## config.mk

```make
export PLATFORM = sky130hd
export DESIGN_NAME = phase_step_seq
export DESIGN_NICKNAME = d
export VERILOG_FILES = /design/src/rtl/pss_pkg.sv /design/src/rtl/pss_req_decode.sv /design/src/rtl/pss_wait_timer.sv /design/src/rtl/pss_position.sv /design/src/rtl/pss_ctrl.sv /design/src/rtl/phase_step_seq.sv
export SDC_FILE = /design/constraint.sdc
export NUM_CORES = 1
export LEC_CHECK = 0
export BUFFER_PORTS_ARGS = -buffer_cell sky130_fd_sc_hd__buf_2
export CORE_MARGIN = 2
export CORE_UTILIZATION = 55
export CTS_BUF_LIST = sky130_fd_sc_hd__clkbuf_4 sky130_fd_sc_hd__clkbuf_8
export DETAILED_ROUTE_END_ITERATION = 6
export MAX_ROUTING_LAYER = met4
export PLACE_DENSITY = 0.8
export SLEW_MARGIN = 20
export SYNTH_ARGS = -nofsm -noshare
export SYNTH_HDL_FRONTEND = slang
export SYNTH_HIERARCHICAL = 1
export SYNTH_SLANG_ARGS = --single-unit
```

## constraint.sdc

```tcl
create_clock -name clk -period 4.8 [get_ports clk]
set_clock_uncertainty 0.15 [all_clocks]
set_input_delay 0.72 -clock clk [delete_from_list [all_inputs] [get_ports clk]]
set_output_delay 0.72 -clock clk [all_outputs]
set_load 0.05 [all_outputs]
```

## src/rtl/pss_pkg.sv

```systemverilog
package pss_pkg;

   typedef enum logic [1:0] {
      ST_IDLE  = 2'd0,
      ST_PULSE = 2'd1,
      ST_WAIT  = 2'd2,
      ST_NEXT  = 2'd3
   } pss_state_e;

endpackage

```

## src/rtl/pss_req_decode.sv

```systemverilog
module pss_req_decode #(
   parameter int CNT_W      = 10,
   parameter bit SIGNED_REQ = 1'b0
) (
   input  logic [CNT_W-1:0] cnt_i,
   input  logic             dir_i,
   output logic [CNT_W-1:0] mag_o,
   output logic             inc_o,
   output logic             zero_o
);

   generate
      if (SIGNED_REQ) begin : g_signed
         logic neg;
         assign neg   = cnt_i[CNT_W-1];
         assign mag_o = neg ? (~cnt_i + CNT_W'(1)) : cnt_i;
         assign inc_o = ~neg;
      end else begin : g_magnitude
         assign mag_o = cnt_i;
         assign inc_o = dir_i;
      end
   endgenerate

   assign zero_o = (cnt_i == '0);

endmodule

```

## src/rtl/pss_wait_timer.sv

```systemverilog
module pss_wait_timer #(
   parameter int TMO_CYC = 64
) (
   input  logic clk,
   input  logic rst,
   input  logic run_i,
   output logic expire_o
);

   localparam int TW = $clog2(TMO_CYC);

   logic [TW-1:0] cnt_q;

   always_ff @(posedge clk) begin
      if (rst || !run_i) begin
         cnt_q <= '0;
      end else if (cnt_q != TW'(TMO_CYC - 1)) begin
         cnt_q <= cnt_q + TW'(1);
      end
   end

   assign expire_o = run_i && (cnt_q == TW'(TMO_CYC - 1));

endmodule

```

## src/rtl/pss_position.sv

```systemverilog
module pss_position #(
   parameter int POS_W = 16
) (
   input  logic             clk,
   input  logic             rst,
   input  logic             step_ok_i,
   input  logic             inc_i,
   output logic [POS_W-1:0] pos_o
);

   logic [POS_W-1:0] pos_q;

   always_ff @(posedge clk) begin
      if (rst) begin
         pos_q <= '0;
      end else if (step_ok_i) begin
         pos_q <= inc_i ? (pos_q + POS_W'(1)) : (pos_q - POS_W'(1));
      end
   end

   assign pos_o = pos_q;

endmodule

```

## src/rtl/pss_ctrl.sv

```systemverilog
module pss_ctrl
   import pss_pkg::*;
#(
   parameter int CNT_W = 10
) (
   input  logic             clk,
   input  logic             rst,
   input  logic             start_i,
   input  logic [CNT_W-1:0] mag_i,
   input  logic             inc_i,
   input  logic             zero_i,
   input  logic             done_i,
   input  logic             expire_i,
   output logic             ps_en_o,
   output logic             incdec_o,
   output logic             busy_o,
   output logic             complete_o,
   output logic             error_o,
   output logic             waiting_o,
   output logic             step_ok_o
);

   pss_state_e       state_q;
   logic [CNT_W-1:0] rem_q;
   logic             dir_q;
   logic             complete_q;
   logic             error_q;

   always_ff @(posedge clk) begin
      if (rst) begin
         state_q    <= ST_IDLE;
         rem_q      <= '0;
         dir_q      <= 1'b0;
         complete_q <= 1'b0;
         error_q    <= 1'b0;
      end else begin
         complete_q <= 1'b0;
         if (done_i && (state_q != ST_WAIT)) begin
            error_q <= 1'b1;
         end
         case (state_q)
            ST_IDLE: begin
               if (start_i) begin
                  if (zero_i) begin
                     complete_q <= 1'b1;
                  end else begin
                     rem_q   <= mag_i;
                     dir_q   <= inc_i;
                     state_q <= ST_PULSE;
                  end
               end
            end
            ST_PULSE: begin
               state_q <= ST_WAIT;
            end
            ST_WAIT: begin
               if (done_i) begin
                  rem_q   <= rem_q - CNT_W'(1);
                  state_q <= ST_NEXT;
               end else if (expire_i) begin
                  error_q <= 1'b1;
                  state_q <= ST_IDLE;
               end
            end
            ST_NEXT: begin
               if (rem_q == '0) begin
                  complete_q <= 1'b1;
                  state_q    <= ST_IDLE;
               end else begin
                  state_q <= ST_PULSE;
               end
            end
            default: state_q <= ST_IDLE;
         endcase
      end
   end

   assign ps_en_o    = (state_q == ST_PULSE);
   assign incdec_o   = dir_q;
   assign busy_o     = (state_q != ST_IDLE);
   assign complete_o = complete_q;
   assign error_o    = error_q;
   assign waiting_o  = (state_q == ST_WAIT);
   assign step_ok_o  = (state_q == ST_WAIT) && done_i;

endmodule

```

## src/rtl/phase_step_seq.sv

```systemverilog
module phase_step_seq #(
   parameter int CNT_W      = 10,
   parameter int POS_W      = 16,
   parameter int TMO_CYC    = 64,
   parameter bit SIGNED_REQ = 1'b0
) (
   input  logic             clk,
   input  logic             rst,
   input  logic             start_i,
   input  logic [CNT_W-1:0] step_cnt_i,
   input  logic             step_dir_i,
   input  logic             ps_done_i,
   output logic             ps_en_o,
   output logic             ps_incdec_o,
   output logic             busy_o,
   output logic             complete_o,
   output logic             error_o,
   output logic [POS_W-1:0] position_o
);

   generate
      if (CNT_W < 2) begin : g_bad_cnt
         $error("phase_step_seq: CNT_W must be at least 2");
      end
      if (POS_W < CNT_W + 1) begin : g_bad_pos
         $error("phase_step_seq: POS_W must exceed CNT_W");
      end
      if (TMO_CYC < 16) begin : g_bad_tmo
         $error("phase_step_seq: TMO_CYC must cover the 12-cycle handshake");
      end
   endgenerate

   logic [CNT_W-1:0] mag;
   logic             inc;
   logic             zero;
   logic             waiting;
   logic             expire;
   logic             step_ok;

   pss_req_decode #(
      .CNT_W      (CNT_W),
      .SIGNED_REQ (SIGNED_REQ)
   ) i_decode (
      .cnt_i  (step_cnt_i),
      .dir_i  (step_dir_i),
      .mag_o  (mag),
      .inc_o  (inc),
      .zero_o (zero)
   );

   pss_ctrl #(
      .CNT_W (CNT_W)
   ) i_ctrl (
      .clk        (clk),
      .rst        (rst),
      .start_i    (start_i),
      .mag_i      (mag),
      .inc_i      (inc),
      .zero_i     (zero),
      .done_i     (ps_done_i),
      .expire_i   (expire),
      .ps_en_o    (ps_en_o),
      .incdec_o   (ps_incdec_o),
      .busy_o     (busy_o),
      .complete_o (complete_o),
      .error_o    (error_o),
      .waiting_o  (waiting),
      .step_ok_o  (step_ok)
   );

   pss_wait_timer #(
      .TMO_CYC (TMO_CYC)
   ) i_timer (
      .clk      (clk),
      .rst      (rst),
      .run_i    (waiting),
      .expire_o (expire)
   );

   pss_position #(
      .POS_W (POS_W)
   ) i_pos (
      .clk       (clk),
      .rst       (rst),
      .step_ok_i (step_ok),
      .inc_i     (ps_incdec_o),
      .pos_o     (position_o)
   );

endmodule

```

Word level (Yosys, flattened, before mapping) --
Cells that the tools add are included.
Cells by class: order comparisons 0, div/mod/pow operators 0, multiplexer cells 19, bitwise gates (word level) 1, reduce and logical (&&, ||, !) cells 13, shift operators 0, equality and inequality tests 10, multipliers 0, $add $sub $neg 4
Operators by type and width (count):
- $mux 10 | 3
- $logic_not 10->1 | 2
- $pmux 10 s2 | 1
- $add 16x1->16 const B | 1
- $mux 16 | 1
- $sub 16x1->16 const B | 1
- $sub 10x1->10 const B | 1
- $mux 1 | 8
- $mux 2 | 4
- $ne 2x2->1 const B | 4
- $pmux 2 s4 | 1
- $add 6x1->6 const B | 1
- $eq 6x6->1 const B | 1
- $ne 6x6->1 const B | 1
- $reduce_and 3->1 | 2
- $eq 2x2->1 const B | 2
- $reduce_and 4->1 | 1
- $reduce_bool 2->1 | 2
- $logic_and 1x1->1 | 3
- $ne 3x3->1 const B | 1
- $eq 2x1->1 const B | 1
- $logic_not 2->1 | 1
- $pmux 1 s2 | 1
- $logic_not 1->1 | 1
- other kinds (2) | 2
Word-level totals: flip-flop bits (word level) 37, memories 0, word-level logic and storage cells 54, memory bits (read-only) 0, RAM bits 0, bits in latches 0, output and inout bits 21

Longest topological paths before layout --
depth in word-level cells 6, depth in mapped cells 8

Cells and area by module --
Netlist, hierarchy kept.
Modules (own cells, without submodules):
- pss_position | area an instance 1398.8 um2, instances 1, sequential area each 320.3 um2, cells each 180
- pss_ctrl | area an instance 978.4 um2, instances 1, sequential area each 300.3 um2, cells each 117
- pss_wait_timer | area an instance 280.3 um2, instances 1, sequential area each 120.1 um2, cells each 30
- pss_req_decode | area an instance 110.1 um2, instances 1, sequential area each 0.0 um2, cells each 14

Worst setup path before layout --
No wires, ideal clock.
path kind register to register, start point register i_ctrl.dir_q (netlist: i_ctrl/incdec_o), end point register i_pos.pos_q[13] (netlist: i_pos/pos_o[13]), stages on the path, launching flop included 8, required time 4587 ps, arrival 2702 ps, library setup time 63 ps, path slack 1885 ps, cells stage by stage dfxtp_1 inv_1 ha_1 a211o_1 a21o_1 o21a_1 or4_1 nand3_1
Between the ends: longest elaborated chain between the ends 1
RTL lines:
- start: declaration | RTL line pss_ctrl.sv:25 | logic dir_q;
- start signal: assignment | RTL line pss_ctrl.sv:48 | dir_q <= inc_i;
- $mux 16 | RTL line pss_position.sv:17 | pos_q <= inc_i ? (pos_q + POS_W'(1)) : (pos_q - POS_W'(1));
- end signal: assignment | RTL line pss_position.sv:17
- end: declaration | RTL line pss_position.sv:11 | logic [POS_W-1:0] pos_q;
No other way between the ends. A chain may end at the register's enable or synchronous reset.

Final worst setup path --
start point register i_ctrl.state_q[0], end point register i_pos.pos_q[15] (netlist: i_pos/pos_o[15])
Between the ends: longest elaborated chain between the ends 2
RTL lines:
- start: declaration | RTL line pss_ctrl.sv:23 | pss_state_e state_q;
- start signal: assignment | RTL line pss_ctrl.sv:31 | state_q <= ST_IDLE;
- start signal: assignment | RTL line pss_ctrl.sv:49 | state_q <= ST_PULSE;
- start signal: assignment | RTL line pss_ctrl.sv:54 | state_q <= ST_WAIT;
- $eq 2x2->1
- via waiting | RTL line phase_step_seq.sv:36 | logic waiting;
- $logic_and 1x1->1 | RTL line pss_ctrl.sv:84 | assign step_ok_o = (state_q == ST_WAIT) && done_i;
- via step_ok | RTL line phase_step_seq.sv:38 | logic step_ok;
The timed path passes the listed nets, and every way through them passes these cells.

==> flow_summary_export.csv <==
group,metric,value,unit
run_status,outcome,"finished, final reports clean",
sta,fmax,310.7,MHz
floorplanning,core_region_area,4786,um2
grt,first_pass_grt_wire_length,10400,um
route,met1Wirelength,2890,um
power_and_ir_drop,power.clock.fraction,19.6,%
yosys,yosysWarnings,6,
critical_path,cp.required,4.89,ns
yosys,synth_seq_area_share,26.76,%
power_and_ir_drop,power_report.internal_total,0.6603,mW
critical_path,cpMaxStageDelayCell,"ha_1",
cts,cts_resized,0,
sta,final-hold-violation-count,0,
route,number_of_design_rule_violations_left_after_detail_routing,0,
cells_and_area,synthToLayoutAreaGrowth,6.691,%
route,top_signal_layer_used,"met4",
sta,report.final.slew_viol_count,0,
floorplanning,design.die.area,5615,um2
power_and_ir_drop,seq_power_share,33.4,%
route,post_drt_wl_per_cell,14.79,um
sta,finalWorstPathRequiredPeriod,3.219,ns
critical_path,cp_cell_sequence,"inv_1 -> ha_1 -> and2_1 -> inv_1 -> or4_1 -> a211oi_1 -> nand4b_1",
critical_path,critical_path.startpoint_type,"flip-flop",
critical_path,endpoint_kind,"flip-flop",
power_and_ir_drop,power.leakage,1.202,nW
sta,final.setup.worst_slack,1.581,ns
grt,grt_pass1_vias,2310,
floorplanning,die_w,74.94,um
cts,clkSinkCount,37,
yosys,synth_ff_type,"dfxtp_1",
flow_run,max-cap-violations,0,
power_and_ir_drop,powerDensity,405.4,nW/um2
cts,path_clk_slew,0.09,ns
yosys,yosys_register_bits,37,
power_and_ir_drop,ir_worst_vdd,0.2054,mV
floorplanning,die_y,74.94,um
critical_path,critical-path-max-stage-delay,0.68,ns
grt,grt_overflow,0,
sta,relSlewSlack,48.55,%
sta,min_period_over_period,67.06,%
route,via_count,2614,
cts,post_cts_hold_buffer_count,0,
yosys,syn_area,2768,um2
place,dp_hpwl,4578,um
yosys,synth_edf_count,0,
worst_hold_path,min_path_type,"flip-flop to flip-flop",
grt,antenna_found_initial,0,
critical_path,setup.worst_path.class,"flip-flop to flip-flop",
cts,cts_max_path_bufs,2,
grt,grt_max_degree,42,
cts,cts-buffers-inserted,5,
cells_and_area,drive_gt1_share,16.20,%
grt,track_usage,24.31,%
power_and_ir_drop,combinational_group_share_of_total_power,46.9,%
cells_and_area,antenna_cells,0,
floorplanning,io-pin-count,36,
critical_path,cell_seen_most_often_among_critical_path_stages,"inv_1",
floorplanning,initial_utilization,57.83,%
route,route.detailed.vias_per_inst,6.151,
yosys,post_synth_inst_count,341,
place,placement.io_buffers,35,
route,dr_wl_met3,354,um
yosys,postSynthNetCount,377,
route,met2WireLength,2985,um
yosys,asyncSetResetFlopFracSynth,0,%
sta,post_route_setup_tns,0,ns
critical_path,worst-r2r-setup-slack,1.58,ns
route,detailed_route_wl,6287,um
cts,cell_at_the_root_of_the_clock_tree,"clkbuf_8",
cells_and_area,nets,393,
cts,tritoncts_clock_tree,"built",
cts,post_cts_buffers,0,
place,place_congestion,0.8924,
place,dp_worst_slack,1.679,ns
route,antenna_left,0,
sta,report.final.setup_viol,0,
cts,clock_latency,0.30,ns
power_and_ir_drop,p_sw_share,44.85,%
cts,h-tree-depth,2,
route,drt-initial-drc-count,205,
yosys,synth.lib_cells_used.distinct,69,
critical_path,cp_max_fo,24,
floorplanning,rows,25,
power_and_ir_drop,switchingPower,0.5369,mW
critical_path,critPathArrivalTime,3.31,ns
route,drt_pre_antenna_iters,4,
sta,worst_slew_pin_slew,0.7717,ns
yosys,average_cell_area_after_synthesis,8.116,um2
sta,rsz0062_at_grt,"false",
per-stage QoR:
step | cells | total power, mW | util, % | hold slack, ns | instance area (um2)
2_1_floorplan | 341 | 0.8616 | - | 0.2997 | 2768
3_3_place_gp | 417 | 0.9476 | 59.74 | 0.3133 | 2859
3_5_place_dp | 417 | 0.9588 | 59.74 | 0.3166 | 2859
4_1_cts | 425 | 1.198 | 61.70 | 0.3291 | 2953
5_1_grt | 425 | 1.283 | 61.70 | 0.3599 | 2953
6_report | 425 | 1.197 | 61.70 | 0.3278 | 2953
cell usage in the layout, fill, tap and decap left out, drive strengths merged, types with 2 or more instances in the layout:
cell type / n
a21oi: 31
nand3b: 5
a31oi: 3
nor4: 7
mux2i: 3
nand4b: 3
nand3: 8
o21a: 7
nand2b: 4
nor3: 11
xnor2: 3
nor2b: 4
nor3b: 5
a311o: 2
o21ai: 19
and4: 4
a2111oi: 3
clkbuf: 5
xor2: 2
buf: 35
nand2: 26
or4: 5
o22ai: 4
a21o: 11
a211oi: 13
a221oi: 3
nor2: 25
dfxtp: 37
o211ai: 3
nand4: 4
or2: 2
inv: 16
or3: 3
ha: 20
critical path: cells and delay by family (launching register included):
family                     cells  cell delay (ns)
AOI/OAI and AO/OA              1             0.20
adders and majority gates      1             0.68
buffers and inverters          2             0.51
DFF                            1             0.34
and+or+nand+nor                3             1.28
state kept, by name (all words and copies together), names as in the netlist:
register and count:
i_ctrl/complete_o 1, i_ctrl/error_o 1, i_ctrl/incdec_o 1, i_ctrl/rem_q 10, i_ctrl/state_q 2, i_pos/pos_o 16
i_timer/cnt_q 6
synthesized netlist by cell type (all sizes together), types with 2 or more instances:
library cell  number  area (um2)
nor4               7       65.06
a21o              11       82.58
dfxtp             37       740.7
nand4              4       25.02
a311o              2       20.02
nor2b              4       25.02
nor3b              5       37.54
nand2             26       97.59
nor3              11       55.05
o21ai             19       95.09
nand3              8       45.04
a2111oi            3       27.53
nand3b             5       37.54
nand4b             3       26.28
nor2              25       93.84
nand2b             4       32.53
buf               12       93.84
a21oi             31       158.9
o21a               7       53.80
xnor2              3       26.28
a211oi            13       102.6
o22ai              4       25.02
and4               4       37.54
clkbuf            14       73.82
or2                2       12.51
a221oi             3       26.28
or3                3       18.77
inv               14       52.55
or4                5       41.29
mux2i              3       30.03
a31oi              3       18.77
o211ai             3       22.52
ha                20       250.2
xor2               2       17.52
final cells by class:
cell class                      count  area [um2]
Timing Repair Buffer               35       175.2
Tap cell                           67       83.83
Sequential cell                    37       740.7
Clock buffer                        5       68.82
Multi-Input combinational cell    264        1807
Fill cell                         435        1833
Clock inverter                      3       25.02
Inverter                           14       52.55
worst paths after layout:
kind,startpoint,end,depth (start not counted)
worst max-delay path,i_ctrl/state_q[0],i_pos/pos_o[15],7
worst min register to register,i_ctrl/rem_q[8],i_ctrl/rem_q[8],2
worst min-delay path,i_ctrl/rem_q[8],i_ctrl/rem_q[8],2
worst max register to register,i_ctrl/state_q[0],i_pos/pos_o[15],7
cell families (layout without fill, tap and decap cells):
group	count (synthesis)	count (layout)	synth area share, %
DFF	37	37	26.76
AOI/OAI and AO/OA	115	115	28.17
and+or+nand+nor	119	119	24.28
adders and majority gates	21	21	9.765
xor gates and xnor gates	5	5	1.583
muxes	4	4	1.492
buffers and inverters	40	57	7.957
layer usage:
metal | global-route usage (%) | up-vias
li1 | - | 1316
met1 | 31.69 | 1212
met2 | 38.99 | 78
met3 | 4.819 | 8
met4 | 5.556 | 0
met5 | - | -
power groups by stage:
stage                     Sequential [mW]  Combinational (mW)  Clock (mW)
after floorplan                     0.443               0.419           0
after global placement              0.404               0.544           0
after detailed placement            0.406               0.552           0
after CTS                           0.400               0.557       0.240
after global routing                0.408               0.617       0.258
final                               0.400               0.562       0.235
Note: power is estimated with default switching activity, not from simulation.
